**config.mk**
```make
export PLATFORM = sky130hd
export DESIGN_NAME = gpio_evt_sense
export DESIGN_NICKNAME = d
export VERILOG_FILES = /design/src/rtl/gpio_evt_pkg.sv /design/src/rtl/gpio_evt_regs.sv /design/src/rtl/gpio_evt_detect.sv /design/src/rtl/gpio_evt_prio.sv /design/src/rtl/gpio_evt_sense.sv
export SDC_FILE = /design/constraint.sdc
export NUM_CORES = 1
export LEC_CHECK = 0
export ABC_AREA = 1
export CORE_UTILIZATION = 37
export CTS_BUF_LIST = sky130_fd_sc_hd__clkbuf_4 sky130_fd_sc_hd__clkbuf_8
export DETAILED_ROUTE_END_ITERATION = 8
export RECOVER_POWER = 25
export SETUP_SLACK_MARGIN = 0.5
export SLEW_MARGIN = 20
export SYNTH_ARGS = -nofsm -noshare
export SYNTH_HDL_FRONTEND = slang
export SYNTH_SLANG_ARGS = --single-unit
```
**constraint.sdc**
```tcl
create_clock -name clk -period 3.8 [get_ports clk]
set_clock_uncertainty 0.15 [all_clocks]
set_input_delay 0.76 -clock clk [delete_from_list [all_inputs] [get_ports clk]]
set_output_delay 0.76 -clock clk [all_outputs]
set_load 0.02 [all_outputs]
```
**src/rtl/gpio_evt_pkg.sv**
```systemverilog
package gpio_evt_pkg;

    localparam int unsigned WORD_W = 32;
    localparam int unsigned ADDR_W = 8;
    localparam int unsigned FIELDS = WORD_W / 2;

    localparam logic [ADDR_W-1:0] OFS_EVT = 8'h0C;
    localparam logic [ADDR_W-1:0] OFS_MSK = 8'h10;
    localparam logic [ADDR_W-1:0] OFS_SNA = 8'h14;
    localparam logic [ADDR_W-1:0] OFS_SNB = 8'h18;

    typedef enum logic [1:0] {
        SNS_BOTH = 2'b00,
        SNS_RISE = 2'b01,
        SNS_FALL = 2'b10,
        SNS_RSVD = 2'b11
    } sense_e;

    typedef enum logic {
        ST_PRIME = 1'b0,
        ST_RUN   = 1'b1
    } phase_e;

    // Bits of the event/mask word that belong to existing pins.
    function automatic logic [WORD_W-1:0] pin_bits(int unsigned npins);
        logic [WORD_W-1:0] m;
        m = '0;
        for (int n = 0; n < WORD_W; n++) begin
            if (n < int'(npins)) m[WORD_W-1-n] = 1'b1;
        end
        return m;
    endfunction

    // Writable bits of a sense word; word_sel 0 = A, 1 = B.
    function automatic logic [WORD_W-1:0] sense_bits(int unsigned npins, bit ext, bit word_sel);
        logic [WORD_W-1:0] m;
        m = '0;
        if (!ext) begin
            if (!word_sel) m = pin_bits(npins);
        end else begin
            for (int n = 0; n < WORD_W; n++) begin
                if (n < int'(npins) && ((n >= int'(FIELDS)) == word_sel)) begin
                    m[(FIELDS-1-(n % FIELDS))*2]     = 1'b1;
                    m[(FIELDS-1-(n % FIELDS))*2 + 1] = 1'b1;
                end
            end
        end
        return m;
    endfunction

endpackage

```
**src/rtl/gpio_evt_regs.sv**
```systemverilog
module gpio_evt_regs
    import gpio_evt_pkg::*;
#(
    parameter int unsigned NPINS    = 32,
    parameter bit          EXT_MODE = 1'b1
) (
    input  logic              clk,
    input  logic              rst_n,
    input  logic              bus_wr,
    input  logic [ADDR_W-1:0] bus_addr,
    input  logic [WORD_W-1:0] bus_wdata,
    input  logic [WORD_W-1:0] evt_q,
    output logic [WORD_W-1:0] bus_rdata,
    output logic [WORD_W-1:0] w1c_vec,
    output logic [WORD_W-1:0] mask_q,
    output logic [WORD_W-1:0] sense_a_q,
    output logic [WORD_W-1:0] sense_b_q
);

    localparam logic [WORD_W-1:0] PIN_M = pin_bits(NPINS);
    localparam logic [WORD_W-1:0] SNA_M = sense_bits(NPINS, EXT_MODE, 1'b0);
    localparam logic [WORD_W-1:0] SNB_M = sense_bits(NPINS, EXT_MODE, 1'b1);

    logic wr_msk, wr_sna, wr_snb;

    assign wr_msk  = bus_wr && (bus_addr == OFS_MSK);
    assign wr_sna  = bus_wr && (bus_addr == OFS_SNA);
    assign wr_snb  = bus_wr && (bus_addr == OFS_SNB);
    assign w1c_vec = (bus_wr && (bus_addr == OFS_EVT)) ? (bus_wdata & PIN_M) : '0;

    always_ff @(posedge clk) begin
        if (!rst_n) begin
            mask_q    <= '0;
            sense_a_q <= '0;
            sense_b_q <= '0;
        end else begin
            if (wr_msk) mask_q    <= bus_wdata & PIN_M;
            if (wr_sna) sense_a_q <= bus_wdata & SNA_M;
            if (wr_snb) sense_b_q <= bus_wdata & SNB_M;
        end
    end

    always_comb begin
        unique case (bus_addr)
            OFS_EVT: bus_rdata = evt_q;
            OFS_MSK: bus_rdata = mask_q;
            OFS_SNA: bus_rdata = sense_a_q;
            OFS_SNB: bus_rdata = sense_b_q;
            default: bus_rdata = '0;
        endcase
    end

endmodule

```
**src/rtl/gpio_evt_detect.sv**
```systemverilog
module gpio_evt_detect
    import gpio_evt_pkg::*;
#(
    parameter int unsigned NPINS    = 32,
    parameter bit          EXT_MODE = 1'b1
) (
    input  logic              clk,
    input  logic              rst_n,
    input  logic [NPINS-1:0]  pin_lvl,
    input  logic              detect_en,
    input  logic [WORD_W-1:0] sense_a,
    input  logic [WORD_W-1:0] sense_b,
    output logic [WORD_W-1:0] hit_vec
);

    logic [NPINS-1:0] prev_q;
    logic             unused_sense;

    assign unused_sense = ^{sense_a, sense_b};

    always_ff @(posedge clk) begin
        if (!rst_n) prev_q <= '0;
        else        prev_q <= pin_lvl;
    end

    for (genvar n = 0; n < int'(NPINS); n++) begin : g_pin
        localparam int RB = WORD_W - 1 - n;
        localparam int FS = (FIELDS - 1 - (n % FIELDS)) * 2;
        sense_e code;
        logic   rise, fall, sel;

        if (EXT_MODE) begin : g_ext
            if (n < int'(FIELDS)) begin : g_lo
                assign code = sense_e'(sense_a[FS +: 2]);
            end else begin : g_hi
                assign code = sense_e'(sense_b[FS +: 2]);
            end
        end else begin : g_basic
            assign code = sense_a[RB] ? SNS_FALL : SNS_BOTH;
        end

        assign rise = pin_lvl[n] & ~prev_q[n];
        assign fall = ~pin_lvl[n] & prev_q[n];

        always_comb begin
            unique case (code)
                SNS_BOTH: sel = rise | fall;
                SNS_RISE: sel = rise;
                SNS_FALL: sel = fall;
                default:  sel = 1'b0;
            endcase
        end

        assign hit_vec[RB] = detect_en & sel;
    end

    for (genvar b = 0; b < int'(WORD_W - NPINS); b++) begin : g_nopin
        assign hit_vec[b] = 1'b0;
    end

endmodule

```
**src/rtl/gpio_evt_prio.sv**
```systemverilog
module gpio_evt_prio
    import gpio_evt_pkg::*;
#(
    parameter int unsigned NPINS = 32,
    localparam int unsigned IDW  = $clog2(NPINS)
) (
    input  logic [WORD_W-1:0] pend,
    output logic              valid,
    output logic [IDW-1:0]    id
);

    always_comb begin
        valid = 1'b0;
        id    = '0;
        for (int n = int'(NPINS) - 1; n >= 0; n--) begin
            if (pend[WORD_W-1-n]) begin
                valid = 1'b1;
                id    = IDW'(n);
            end
        end
    end

endmodule

```
**src/rtl/gpio_evt_sense.sv**
```systemverilog
module gpio_evt_sense
    import gpio_evt_pkg::*;
#(
    parameter int unsigned NPINS    = 32,
    parameter bit          EXT_MODE = 1'b1,
    localparam int unsigned IDW     = $clog2(NPINS)
) (
    input  logic              clk,
    input  logic              rst_n,
    input  logic [NPINS-1:0]  pin_lvl,
    input  logic              bus_wr,
    input  logic [ADDR_W-1:0] bus_addr,
    input  logic [WORD_W-1:0] bus_wdata,
    output logic [WORD_W-1:0] bus_rdata,
    output logic              irq_out,
    output logic              irq_pin_valid,
    output logic [IDW-1:0]    irq_pin_id
);

    phase_e            state_q, state_d;
    logic              detect_en;
    logic [WORD_W-1:0] evt_q, w1c_vec, hit_vec, mask_q, sense_a_q, sense_b_q, pend;

    // State register.
    always_ff @(posedge clk) begin
        if (!rst_n) state_q <= ST_PRIME;
        else        state_q <= state_d;
    end

    // Next state: prime_done after one clock, then hold.
    always_comb begin
        state_d = state_q;
        unique case (state_q)
            ST_PRIME: state_d = ST_RUN;
            ST_RUN:   state_d = ST_RUN;
            default:  state_d = ST_PRIME;
        endcase
    end

    // Outputs of the sequencer.
    always_comb begin
        unique case (state_q)
            ST_PRIME: detect_en = 1'b0;
            ST_RUN:   detect_en = 1'b1;
            default:  detect_en = 1'b0;
        endcase
    end

    gpio_evt_regs #(.NPINS(NPINS), .EXT_MODE(EXT_MODE)) u_regs (
        .clk       (clk),
        .rst_n     (rst_n),
        .bus_wr    (bus_wr),
        .bus_addr  (bus_addr),
        .bus_wdata (bus_wdata),
        .evt_q     (evt_q),
        .bus_rdata (bus_rdata),
        .w1c_vec   (w1c_vec),
        .mask_q    (mask_q),
        .sense_a_q (sense_a_q),
        .sense_b_q (sense_b_q)
    );

    gpio_evt_detect #(.NPINS(NPINS), .EXT_MODE(EXT_MODE)) u_det (
        .clk       (clk),
        .rst_n     (rst_n),
        .pin_lvl   (pin_lvl),
        .detect_en (detect_en),
        .sense_a   (sense_a_q),
        .sense_b   (sense_b_q),
        .hit_vec   (hit_vec)
    );

    // Sticky events: a new hit outranks a clear in the same clock.
    always_ff @(posedge clk) begin
        if (!rst_n) evt_q <= '0;
        else        evt_q <= (evt_q & ~w1c_vec) | hit_vec;
    end

    assign pend    = evt_q & mask_q;
    assign irq_out = |pend;

    gpio_evt_prio #(.NPINS(NPINS)) u_prio (
        .pend  (pend),
        .valid (irq_pin_valid),
        .id    (irq_pin_id)
    );

endmodule

```
==> qor_table.md <==
| Item | Reported |
|:---|:---|
| Final RePlAce weighted congestion | 0.855 |
| Y dimension of the die | 153 um |
| Syn Inst Count | 1189 |
| Peak clock frequency supported by timing | 277 MHz |
| Detailed Route Iter0 Violations | 463 |
| Core Area | 22100 um2 |
| Die footprint | 23400 um2 |
| Worst Setup Slack post-DPL | -184 ps |
| Flip-flop and latch count after synthesis | 161 |
| Placed Instance Area | 9950 um2 |
| Layout Nets | 1444 |
| Pre-Repair DR Iteration Count | 7 |
| Setup TNS | 0 ps |
| Number of port buffers | 113 |
| Total setup violations reported at the end of the flow | 0 |
| Net Switching | 0.904 mW |
| Warnings, synthesis | 0 |
| Number of buffers added by the clock tree synthesis step | 17 |
| Share of power burned in registers | 51.5% |
| Total number of vias | 8035 |
| Slowest CP cell | sky130_fd_sc_hd__dfxtp_2 |
| Number of cells traversed by the worst register-to-register path | 3 |
| Worst endpoint required time | 2890 ps |
| Initial antenna violation count | 1 |
| Clock slew at reported path FFs | 90 ps |
| Kind of end point of the critical path | primary output |
| Post-synthesis async set-or-reset flop share | 0% |
| Antenna cells | 0 |
| Residual overflow from global routing | 0 |
| Final core area utilization | 47.1% |
| Failing checks | max-capacitance violations, max-slew violations |
| Status | complete, but fails checks |
| Critical path's top delay family | simple AND/OR/NAND/NOR gates |
| Synth Area per Inst | 7.08 um2 |
| Least-Margin Pin Slew | 1690 ps |
| Number of fill cells in the layout | 2282 |
| Clock sink total | 161 |
| Post-route ant nets | 0 |
| Number of hold violations in the final report | 0 |
| Total power | 3.45 mW |
| Area share of the largest cell type after synthesis | 38.3% |
| Latest clock arrival within the worst-skew pair | 460 ps |
| Sequential-to-total area share from yosys stat | 38.3% |
| Dominant register cell in the synthesized netlist | sky130_fd_sc_hd__dfxtp_1 |
| Average wire per standard cell | 15.7 um |
| Worst hold path startpoint | evt_q[12] |
| Crit path top cell by count | sky130_fd_sc_hd__nand2_1 |
| Worst Setup Slack, final | 192 ps |
| Share of post-route cells with drive strength above 1 | 10.5% |
| Most common cell in the synthesized netlist | sky130_fd_sc_hd__nand2_1 |
| Total routed wirelength | 25.0 mm |
| Worst min path class | reg2reg |
| Max-slew violation count | 82 |
| Crit Path Max Fanout | 2 |
| Leading area contributor after synthesis | sky130_fd_sc_hd__dfxtp_1 |
| Internal portion of total power | 2.55 mW |
| Largest net degree at the start of global routing | 82 |
| Top cells by instance count after synthesis | sky130_fd_sc_hd__nand2_1, sky130_fd_sc_hd__inv_1, sky130_fd_sc_hd__dfxtp_1, sky130_fd_sc_hd__a21oi_1, sky130_fd_sc_hd__o21ai_0 |
| Portion of the clock cycle consumed by the worst path in the final layout | 95.0% |
| First-pass GRT wire length | 40.2 mm |
| Areal power density over the cells | 332 nW/um2 |
| RSZ-0062 raised after global routing | yes |
| CTS Hold Buffers Added | 0 |
| Cell area after layout | 10400 um2 |
| HPWL Detailed | 17.6 mm |
| Crit Path Class | reg2out |
| Worst Hold Path EP | evt_q[12] |
| Switch share | 26.2% |
| Worst-case headroom to the max-slew limit | -12.9% |
| Vias per inst | 5.03 |
| Dominant cells by area after synthesis | sky130_fd_sc_hd__dfxtp_1, sky130_fd_sc_hd__nand2_1, sky130_fd_sc_hd__ha_1 |
| Synthesized Nets | 1328 |
| Netlist Area Pre-Place | 8420 um2 |
| Number of design rule violations left after detail routing | 0 |
| Clock Power Share | 37.6% |
| Clock tree from TritonCTS | done |
| Post-synth cell types | 25 |
| Number of flops mapped to enable cells by yosys | 0 |
| Reg2reg setup slack | 2210 ps |
| Core Rows | 54 |
| Initial Utilization | 38.1% |
| Portion of total power attributed to combinational logic | 11.0% |
| Max-cap viol count | 1 |
| Final worst path period need | 3610 ps |
| Critical path launch point type | register |
| CTS H-Tree Depth | 4 |
| Number of primary I/O pins | 114 |
| VDD IR max | 0.194 mV |
| Worst path arrival time | 2700 ps |
| Synthesis-to-finish area growth | 23.7% |
| Clock root buffer master | sky130_fd_sc_hd__clkbuf_8 |
| Startpoint of the worst register-to-register path | state_q |
| Vias in the first global route | 7604 |
| Path length in cells of the critical path | 33 |
| Worst Hold Path Cells | 2 |
| Crit path buf inv count | 2 |
| Terminus of the critical flop-to-flop path | evt_q[23] |
| Delay contributed by the slowest stage of the critical path | 340 ps |
| Leak | 4.77 nW |
| Number of buffers between clock root and the deepest sink | 2 |
| GR Util All Layers | 22.0% |
| Die extent in x | 153 um |
==> registers in the layout, indices dropped and copies added, names as in the netlist <==
name / flops
u_regs.sense_a_q: 32
u_regs.mask_q: 32
evt_q: 32
u_regs.sense_b_q: 32
u_det.prev_q: 32
state_q: 1
==> final cells by class <==
cell class	instances	area (um2)	area share, %
multi-input cells	784	4360	41.9
flip-flops and latches	161	3230	31.0
repair buffers	157	1390	13.4
inverters	184	691	6.63
well taps	280	350	3.37
clock buffers	18	241	2.32
clock inverters	12	141	1.36
==> metal layers <==
| metal | vias to the layer above | GRT usage (%) | routed length [um] | share of wire (%) |
|---|---|---|---|---|
| met1 | 3638 | 29.7 | 11800 | 47 |
| met4 | 2 | 6.73 | 366 | 1.5 |
| met3 | 28 | 3.97 | 1470 | 5.9 |
| met2 | 231 | 35.8 | 11400 | 46 |
| met5 | - | 0 | 9 | 0.036 |
| li1 | 4136 | - | - | - |
==> worst min-delay path: cells and delay by family, from the launching register on <==
kind,cells,cell delay (ps)
AO/OA/AOI/OAI,2,130
flip-flops,1,330
==> logic make-up after synthesis <==
family / Yosys count / share of synthesized area [%]
compound gates: 311 / 21.0
fa+ha+maj: 64 / 9.51
buf+inv: 244 / 11.0
flops: 161 / 38.3
simple gates: 409 / 20.2
==> repair_timing <==
action | in CTS | in global routing
setup buffers | 11 | 0
pin swaps | 7 | 5
endpoints found under the setup margin | 35 | 34
resized for setup | 153 | 38
==> per-stage QoR <==
stage	hold WS (ps)	std cells
2_1_floorplan	307	1189
3_3_place_gp	323	1555
3_5_place_dp	332	1555
4_1_cts	344	1596
5_1_grt	370	1596
6_report	343	1596
==> cells in the final DEF (no fill, tap or decap), types with 4 or more instances in the layout <==
master	count
sky130_fd_sc_hd__o2111ai_2	4
sky130_fd_sc_hd__nand2_1	257
sky130_fd_sc_hd__clkbuf_2	4
sky130_fd_sc_hd__o21ai_0	112
sky130_fd_sc_hd__clkinv_2	7
sky130_fd_sc_hd__clkdlybuf4s50_1	69
sky130_fd_sc_hd__dlygate4sd2_1	7
sky130_fd_sc_hd__clkbuf_8	17
sky130_fd_sc_hd__nand2_4	6
sky130_fd_sc_hd__buf_4	37
sky130_fd_sc_hd__o2111ai_1	27
sky130_fd_sc_hd__dfxtp_1	155
sky130_fd_sc_hd__nand3_1	81
sky130_fd_sc_hd__dfxtp_2	6
sky130_fd_sc_hd__buf_6	9
sky130_fd_sc_hd__ha_1	64
sky130_fd_sc_hd__inv_1	181
sky130_fd_sc_hd__buf_2	20
sky130_fd_sc_hd__buf_12	4
sky130_fd_sc_hd__nor2_1	50
sky130_fd_sc_hd__a211oi_1	32
sky130_fd_sc_hd__a21oi_1	129
==> power groups by stage <==
stage,clock (mW),sequential (mW),combinational (mW)
6_report,1.30,1.78,0.379
5_1_grt,1.41,1.78,0.429
4_1_cts,1.34,1.78,0.379
3_5_place_dp,0,1.81,0.371
3_3_place_gp,0,1.81,0.366
2_1_floorplan,0,1.80,0.190
==> worst max-delay path by stage <==
stage	start	to
detailed placement	bus_addr[7]	bus_rdata[21]
global placement	bus_addr[7]	bus_rdata[9]
global route	evt_q[0]	irq_pin_id[0]
CTS	evt_q[0]	irq_pin_id[0]
finish	evt_q[0]	irq_pin_id[0]
floorplan	bus_addr[7]	bus_rdata[11]
Power figures use the tool's default switching activity.
